$ cat src/rtl/opguard_pkg.sv
package opguard_pkg;

    localparam int CLASS_W = 4;
    localparam int VERD_W  = 2;

    typedef enum logic [CLASS_W-1:0] {
        OPC_DCONG_INV = 4'd0,
        OPC_DTOUCH    = 4'd1,
        OPC_DTOUCH_WR = 4'd2,
        OPC_DFLUSH    = 4'd3,
        OPC_DCLEAN    = 4'd4,
        OPC_DDBG_RD   = 4'd5,
        OPC_IDBG_RD   = 4'd6,
        OPC_IBLK_INV  = 4'd7,
        OPC_ITOUCH    = 4'd8,
        OPC_ICONG_INV = 4'd9,
        OPC_STR_LD    = 4'd10,
        OPC_STR_ST    = 4'd11
    } op_class_e;

    typedef enum logic [VERD_W-1:0] {
        VERD_GO   = 2'b00,
        VERD_NOP  = 2'b01,
        VERD_DSI  = 2'b10,
        VERD_TLBM = 2'b11
    } verdict_e;

    // Static profile of an operation class
    typedef struct packed {
        logic known;       // class code is defined
        logic is_store;    // checked against TLB write-enable
        logic privileged;  // exempt from zone denial
        logic speculative; // faults collapse into a no-op
        logic specific;    // names an address, so a TLB miss matters
        logic strop;       // length-controlled string operation
    } op_attr_t;

    function automatic op_attr_t class_attr(logic [CLASS_W-1:0] code);
        op_attr_t a;
        a = '0;
        case (code)
            OPC_DCONG_INV: a = '{known:1'b1, is_store:1'b1, privileged:1'b1,
                                 speculative:1'b0, specific:1'b1, strop:1'b0};
            OPC_DTOUCH,
            OPC_DTOUCH_WR: a = '{known:1'b1, is_store:1'b0, privileged:1'b0,
                                 speculative:1'b1, specific:1'b1, strop:1'b0};
            OPC_DFLUSH,
            OPC_DCLEAN,
            OPC_IBLK_INV:  a = '{known:1'b1, is_store:1'b0, privileged:1'b0,
                                 speculative:1'b0, specific:1'b1, strop:1'b0};
            OPC_DDBG_RD,
            OPC_IDBG_RD:   a = '{known:1'b1, is_store:1'b0, privileged:1'b1,
                                 speculative:1'b0, specific:1'b0, strop:1'b0};
            OPC_ITOUCH,
            OPC_ICONG_INV: a = '{known:1'b1, is_store:1'b0, privileged:1'b1,
                                 speculative:1'b0, specific:1'b1, strop:1'b0};
            OPC_STR_LD:    a = '{known:1'b1, is_store:1'b0, privileged:1'b0,
                                 speculative:1'b0, specific:1'b1, strop:1'b1};
            OPC_STR_ST:    a = '{known:1'b1, is_store:1'b1, privileged:1'b0,
                                 speculative:1'b0, specific:1'b1, strop:1'b1};
            default:       a = '0;
        endcase
        return a;
    endfunction

endpackage

$ cat src/rtl/opg_decode.sv
module opg_decode
    import opguard_pkg::*;
(
    input  logic [CLASS_W-1:0] cls,
    output op_attr_t           attr
);
    always_comb begin
        attr = class_attr(cls);
    end
endmodule

$ cat src/rtl/opg_judge.sv
module opg_judge
    import opguard_pkg::*;
(
    input  op_attr_t attr,
    input  logic     xlat_en,
    input  logic     tlb_hit,
    input  logic     tlb_wr_en,
    input  logic [1:0] zone,
    input  logic     user_mode,
    input  logic     bc_zero,
    output verdict_e verdict
);
    logic zone_deny;

    always_comb begin
        zone_deny = (zone == 2'b00) && user_mode && !attr.privileged;
        verdict   = VERD_GO;
        if (!attr.known) begin
            verdict = VERD_GO;
        end else if (attr.strop && bc_zero) begin
            verdict = VERD_NOP;
        end else if (!xlat_en) begin
            verdict = VERD_GO;
        end else if (!tlb_hit) begin
            if (attr.speculative)   verdict = VERD_NOP;
            else if (attr.specific) verdict = VERD_TLBM;
            else                    verdict = VERD_GO;
        end else if (attr.is_store && !tlb_wr_en) begin
            verdict = VERD_DSI;
        end else if (zone_deny) begin
            verdict = attr.speculative ? VERD_NOP : VERD_DSI;
        end
    end
endmodule

$ cat src/rtl/opg_outreg.sv
module opg_outreg
    import opguard_pkg::*;
(
    input  logic              clk,
    input  logic              rst,
    input  logic              in_valid,
    input  verdict_e          in_verdict,
    output logic              out_valid,
    output logic [VERD_W-1:0] out_verdict
);
    always_ff @(posedge clk) begin
        if (rst) begin
            out_valid   <= 1'b0;
            out_verdict <= VERD_GO;
        end else begin
            out_valid <= in_valid;
            if (in_valid) out_verdict <= in_verdict;
        end
    end
endmodule

$ cat src/rtl/op_access_guard.sv
module op_access_guard
    import opguard_pkg::*;
#(
    parameter int BC_W = 7
) (
    input  logic            clk,
    input  logic            rst,
    input  logic            req_valid,
    input  logic [3:0]      req_class,
    input  logic            xlat_en,
    input  logic            tlb_hit,
    input  logic            tlb_wr_en,
    input  logic [1:0]      zone,
    input  logic            user_mode,
    input  logic [BC_W-1:0] byte_cnt,
    output logic            rsp_valid,
    output logic [1:0]      rsp_verdict
);
    op_attr_t attr;
    verdict_e verdict_c;
    logic     bc_zero;

    assign bc_zero = (byte_cnt == '0);

    opg_decode u_dec (
        .cls  (req_class),
        .attr (attr)
    );

    opg_judge u_judge (
        .attr      (attr),
        .xlat_en   (xlat_en),
        .tlb_hit   (tlb_hit),
        .tlb_wr_en (tlb_wr_en),
        .zone      (zone),
        .user_mode (user_mode),
        .bc_zero   (bc_zero),
        .verdict   (verdict_c)
    );

    opg_outreg u_reg (
        .clk         (clk),
        .rst         (rst),
        .in_valid    (req_valid),
        .in_verdict  (verdict_c),
        .out_valid   (rsp_valid),
        .out_verdict (rsp_verdict)
    );
endmodule

$ cat config.mk
export PLATFORM = sky130hd
export DESIGN_NAME = op_access_guard
export DESIGN_NICKNAME = d
export VERILOG_FILES = /design/src/rtl/opguard_pkg.sv /design/src/rtl/opg_decode.sv /design/src/rtl/opg_judge.sv /design/src/rtl/opg_outreg.sv /design/src/rtl/op_access_guard.sv
export SDC_FILE = /design/constraint.sdc
export NUM_CORES = 1
export LEC_CHECK = 0
export ABC_AREA = 1
export BUFFER_PORTS_ARGS = -buffer_cell sky130_fd_sc_hd__buf_2
export CORE_AREA = 4 4 41 43
export CTS_CLUSTER_DIAMETER = 80
export DETAILED_ROUTE_END_ITERATION = 7
export DIE_AREA = 0 0 45 47
export PLACE_DENSITY = 0.6
export SKIP_CTS_REPAIR_TIMING = 1
export SLEW_MARGIN = 10
export SYNTH_ARGS = -nofsm -noshare
export SYNTH_HDL_FRONTEND = slang
export SYNTH_SLANG_ARGS = --single-unit
$ cat constraint.sdc
create_clock -name clk -period 1.2 [get_ports clk]
set_clock_uncertainty 0.15 [all_clocks]
set_input_delay 0 -clock clk [delete_from_list [all_inputs] [get_ports clk]]
set_output_delay 0 -clock clk [all_outputs]
set_load 0.02 [all_outputs]
==> metrics.txt, run 1 <==
worst-margin pin slew between 0.15 and 0.2 ns; switching part of the total 28.0%; Antenna Nets Post-Route 0; WHS Path Cells 5; worst skew pair latency 0.23 ns; sw power 0.000115 W; pre-CTS setup slack -0.107 ns; leakage around 0.32 nW; status complete, no violations; Tot GR Track Use 7.73%; GPL Wtd Cong about 0.7; setup ws final 0.139 ns; register share of total power 25.7%; area grow syn2layout 66.7%; final setup fails 0; number of diodes 0; Crit Path Class in2reg; Die ar. between 2000 and 2500 sq um; Final Hold Fails 0; DP Area 504 sq um; CP arrival 1.08 ns; largest net degree at the start of global routing 8; fraction of layout cells with a size suffix above 1 43.5%; router iterations before antenna repair 6; placed insts approximately 100; Post-Syn Area 330 sq um; Comb power frac 31.6%; GR Overflow Total 0; core area 1300 sq um; CTS tree yes; crit share post-route 88.4%; Post-DP HPWL ~700 microns; Worst Path Required 1.22 ns; worst min-delay path startpoint xlat_en; die height 47 microns; post-synth cell types 13; syn nets 81; max-slew violation count 0; f_max 942 MHz; reg2reg end u_reg.out_verdict[0]; clk buf depth 2; RSZ-0062 raised after global routing no; Hold EP u_reg.out_verdict[1]; final instance area between 500 and 600 sq um; Worst setup SP type input pin; Rel. slew slack 89.1%; Non-Filler Instances 107; initial antenna violation count 0; drt total wl 857 microns; RR Startpoint u_reg.out_verdict[0]; Worst Path Max Fanout 3; Root Buffer clkbuf_4; hold_ws 0.00682 ns; synthesized instance count 58; internal power between 0.0002 and 0.0003 W; Min Clock Period, post-route 1.06 ns; Worst-path clk slew 0.04 ns; via count of the routed design approximately 450; vias in the first global route between 300 and 400; Ys Warns 0; PortBufs 22; Clk network pwr share 42.7%; Placement Rows 13; peak supply drop 267 uV; H-tree depth 1; first-pass GRT wire length 1270 microns; worst reg2reg path depth 2; residual DRC count 0; nature of the critical path endpoint register; R2R setup slack 0.49 ns; sequential element share of the synthesized area 18.2%; Starting Density 25.4%; Nets roughly 120; CTS Sinks 3; synthesized flop and latch total 3; die extent in x 45 microns; routed len/inst 8.01 microns; cell area power density about 740 nW/um^2; I/O Pins 23; Max-Cap Viols 0; vias per inst 4.22; HP Class in2reg; initial drt markers 9; Avg Synthesized Cell Area 5.70 sq um; Num CTS Buffers 3
## registers in the layout, summed over array words and instances (netlist names)
register,cells
u_reg.out_verdict,2
u_reg.out_valid,1
## power groups by stage
stage / clock (W) / sequential (W) / combinational (W)
6_report: 0.000175 / 0.000105 / 0.000130
5_1_grt: 0.000190 / 0.000105 / 0.000148
4_1_cts: 0.000180 / 0.000105 / 0.000126
3_5_place_dp: 0 / 0.000107 / 0.000125
3_3_place_gp: 0 / 0.000107 / 0.000123
2_1_floorplan: 0 / 0.000112 / 0.0000544
## cell type report
| class | instances | area [sq um] |
|---|---|---|
| clock buffers | 4 | 26.3 |
| fillers | 154 | 751 |
| inverters | 9 | 33.8 |
| multi-input cells | 46 | 236 |
| flip-flops and latches | 3 | 60.1 |
| well taps | 15 | 18.8 |
| repair buffers | 30 | 175 |
## critical path: stages
cell	delay (ns)
buf_2	0.10
inv_1	0.09
ha_1	0.26
nand2_1	0.09
o21ai_1	0.07
nand2_1	0.06
nand2_1	0.06
nand2_1	0.06
nand3_1	0.07
nand2_1	0.07
nand2_1	0.06
a21oi_2	0.10
## metal layers
layer	global-route usage, %	wire length [microns]	up-vias
met1	10.2	330	193
met2	12.7	446	15
met5	0	0	-
li1	-	-	244
met4	3.51	0	0
met3	0.766	79	0
## through the flow
| step | total power (W) | setup TNS (ns) | util (%) |
|---|---|---|---|
| detailed placement | 0.000232 | -0.205 | 38.8 |
| CTS | 0.000411 | 0 | 40.8 |
| global route | 0.000443 | 0 | 42.3 |
| global placement | 0.000230 | -0.178 | 38.8 |
| floorplan | 0.000166 | 0 | - |
| finish | 0.000410 | 0 | 42.3 |
## placed cells by master, fill, tap and decap left out, drive strengths merged
master / instances
inv: 9
buf: 28
a21oi: 2
nand4: 1
dfxtp: 3
a21boi: 1
clkbuf: 4
ha: 3
o21ai: 1
nand3: 5
nand2: 21
nor2: 12
dlygate4sd3: 2
## synthesized netlist by cell type (all sizes together)
cell | number | area, sq um
nand4 | 1 | 6.26
nand2 | 21 | 83.8
a21boi | 1 | 11.3
nand3 | 5 | 30.0
nor2 | 12 | 45.0
ha | 3 | 37.5
dfxtp | 3 | 60.1
o21ai | 1 | 5.00
a21oi | 2 | 17.5
inv | 9 | 33.8
## logic make-up (layout without fill, tap and decap cells)
kind of cell / count (synthesis) / after routing / synth area share [%]
buffers and inverters: 9 / 43 / 10.2
AOI/OAI and AO/OA: 4 / 4 / 10.2
adders and majority gates: 3 / 3 / 11.4
DFF: 3 / 3 / 18.2
and+or+nand+nor: 39 / 39 / 50.0
## worst max path at each step
stage	cells after the start	start	to	slack, ns
5_1_grt	12	req_class[1]	u_reg.out_verdict[0]	0.02
3_5_place_dp	12	req_class[1]	u_reg.out_verdict[1]	-0.11
6_report	12	req_class[1]	u_reg.out_verdict[1]	0.14
3_3_place_gp	12	req_class[1]	u_reg.out_verdict[0]	-0.09
2_1_floorplan	11	req_class[0]	u_reg.out_verdict[1]	0.11
4_1_cts	12	req_class[1]	u_reg.out_verdict[1]	0.13
Note: power is estimated with default switching activity, not from simulation.
==> run 2: changes to the inputs <==
Settings changed: ABC_AREA 1 to 0, PLACE_DENSITY 0.6 to 0.58.
==> metrics.txt, run 2 <==
Rel. slew slack 81.7%; vias in the first global route 377; leakage between 0.2 and 0.25 nW; fraction of layout cells with a size suffix above 1 55.4%; Avg Synthesized Cell Area between 8 and 9 sq um; Largest Register u_reg.out_verdict; Placement Rows 13; CTS Sinks 3; initial antenna violation count 0; post-synth cell types 24; Min Clock Period, post-route 1.11 ns; Commonest cells post-synth 3 x dfxtp_1, 3 x ha_1, 3 x inv_1, 3 x nand2b_1; PortBufs 22; number of flip-flops in the largest register 2; Worst Path Required 1.23 ns; residual DRC count 0; M1 GR Usage 9.30%; M3 GR Usage roughly 6.5%; sequential element share of the synthesized area about a fifth; top flop regs u_reg.out_verdict: 2 flops, u_reg.out_valid: 1 flops; synthesized flop and latch total 3; cell area power density 766 nW/um^2; peak supply drop 769 uV; Antenna Nets Post-Route 0; Die ar. ~2100 sq um; first-pass GRT wire length between 1000 and 1500 microns; HP Class in2reg; top cells by area, synth dfxtp_1 20%, ha_1 12%, mux2i_1 6.5%; Root Buffer clkbuf_4; die extent in x 45 microns; DP Area 472 sq um; router iterations before antenna repair 2; nature of the critical path endpoint register; die height 47 microns; clk buf depth 2; commonest non-fill, non-tap cells in the layout 20 x buf_2, 3 x nand2b_1, 3 x clkbuf_4, 3 x buf_4, 3 x dfxtp_1; vias per inst 4.88; f_max 900 MHz; routed len/inst between 10 and 15 microns; Num CTS Buffers 3; Ys Warns 0; Final Hold Fails 3; Worst Path Max Fanout 4; final instance area 536 sq um; GPL Wtd Cong 0.691; worst skew pair latency 0.23 ns; Post-DP HPWL 757 microns; Max-Cap Viols 0; commonest non-fill, non-tap cell in the layout buf_2; H-tree depth 1; Post-synth top flop dfxtp_1; Nets 89; number of diodes 0; CP arrival between 1 and 1.5 ns; I/O Pins 23; core area 1300 sq um; drt total wl 894 microns; met2 GRT Util 15.5%; area fraction of the dominant cell type after synthesis 19.5%; area grow syn2layout 74.0%; Crit Path Class in2reg; RSZ-0062 raised after global routing no; crit share post-route 92.6%; Tot GR Track Use 9.39%; status complete, but fails checks; failing checks negative hold slack; final setup fails 0; Post-Syn Area 308 sq um; Async SR Flop Fraction 0%; synthesized instance count 35; syn nets 58; worst-margin pin slew 0.270 ns; initial drt markers 3; Starting Density 23.7%; GR Overflow Total 0; CTS tree yes; max-slew violation count 0; dominant cell type by area after synthesis dfxtp_1; Worst setup SP type input pin; via count of the routed design 390; largest net degree at the start of global routing 8; Worst-path clk slew 0.03 ns; number of flops mapped to enable cells by yosys 0; global route hottest layer met2; Filler cells between 100 and 150; hold_ws -0.0714 ns; Finished Core Util between 40% and 50%
## run 2: cell count changes in the layout (fill, tap and decap cells not counted), moves of 3 or more
cell,previous run,this run
nand2_1,19,2
nand3_1,4,0
inv_2,3,0
buf_4,6,3
nor2_1,12,1
inv_1,6,1
nand2b_1,0,3
## run 2: report_power, final
| part | switching (W) | leakage [nW] | internal (W) |
|---|---|---|---|
| logic | 0.0000578 | 0.206 | 0.0000703 |
| registers | 0.00000102 | 0.0245 | 0.000104 |
| clock network | 0.0000524 | 0.0150 | 0.000125 |
## run 2: cell families (layout without fill, tap and decap cells)
logic type	Yosys count	after routing	share of synthesized area (%)
and+or+nand+nor	15	15	32.1
DFF	3	3	19.5
buffers and inverters	3	33	3.66
muxes	2	2	6.50
AOI/OAI and AO/OA	9	9	26.0
adders and majority gates	3	3	12.2
## run 2: layer usage
layer	share of wire, %	vias up
met5	0	-
met4	0	0
met3	7.0	0
met2	52	9
met1	40	182
li1	-	199
## run 2: final timing paths
| path | slack (ns) | depth (start not counted) | start | to |
|---|---|---|---|---|
| worst max-delay path | 0.09 | 7 | req_class[1] | u_reg.out_verdict[0] |
| worst min-delay path | -0.07 | 2 | req_valid | u_reg.out_valid |
| worst max register to register | 0.22 | 3 | u_reg.out_verdict[1] | u_reg.out_verdict[1] |
| worst min register to register | 0.31 | 1 | u_reg.out_verdict[0] | u_reg.out_verdict[0] |
## run 2: layout make-up
cell class	count	area (sq um)	share of cell area, %
Sequential cell	3	60.1	11.2
Multi-Input combinational cell	29	253	47.2
Timing Repair Buffer	26	159	29.7
Tap cell	15	18.8	3.50
Clock buffer	4	26.3	4.91
Inverter	3	18.8	3.50
## run 2: worst max-delay path, stage by stage
cell      delay (ns)
buf_8           0.10
inv_6           0.05
ha_4            0.20
mux2i_2         0.17
o221ai_1        0.12
o311ai_1        0.29
a32o_2          0.20
## run 2: per-stage QoR
step	std cells	total power [W]	hold slack (ns)	setup TNS [ns]	setup WS, ns
2_1_floorplan	35	0.000159	-0.0838	0	0.00199
3_3_place_gp	75	0.000219	0.0473	-0.341	-0.173
3_5_place_dp	75	0.000219	0.0491	-0.393	-0.200
4_1_cts	79	0.000404	-0.201	0	0.0471
5_1_grt	80	0.000457	-0.0897	0	0.000526
6_report	80	0.000410	-0.0714	0	0.0885
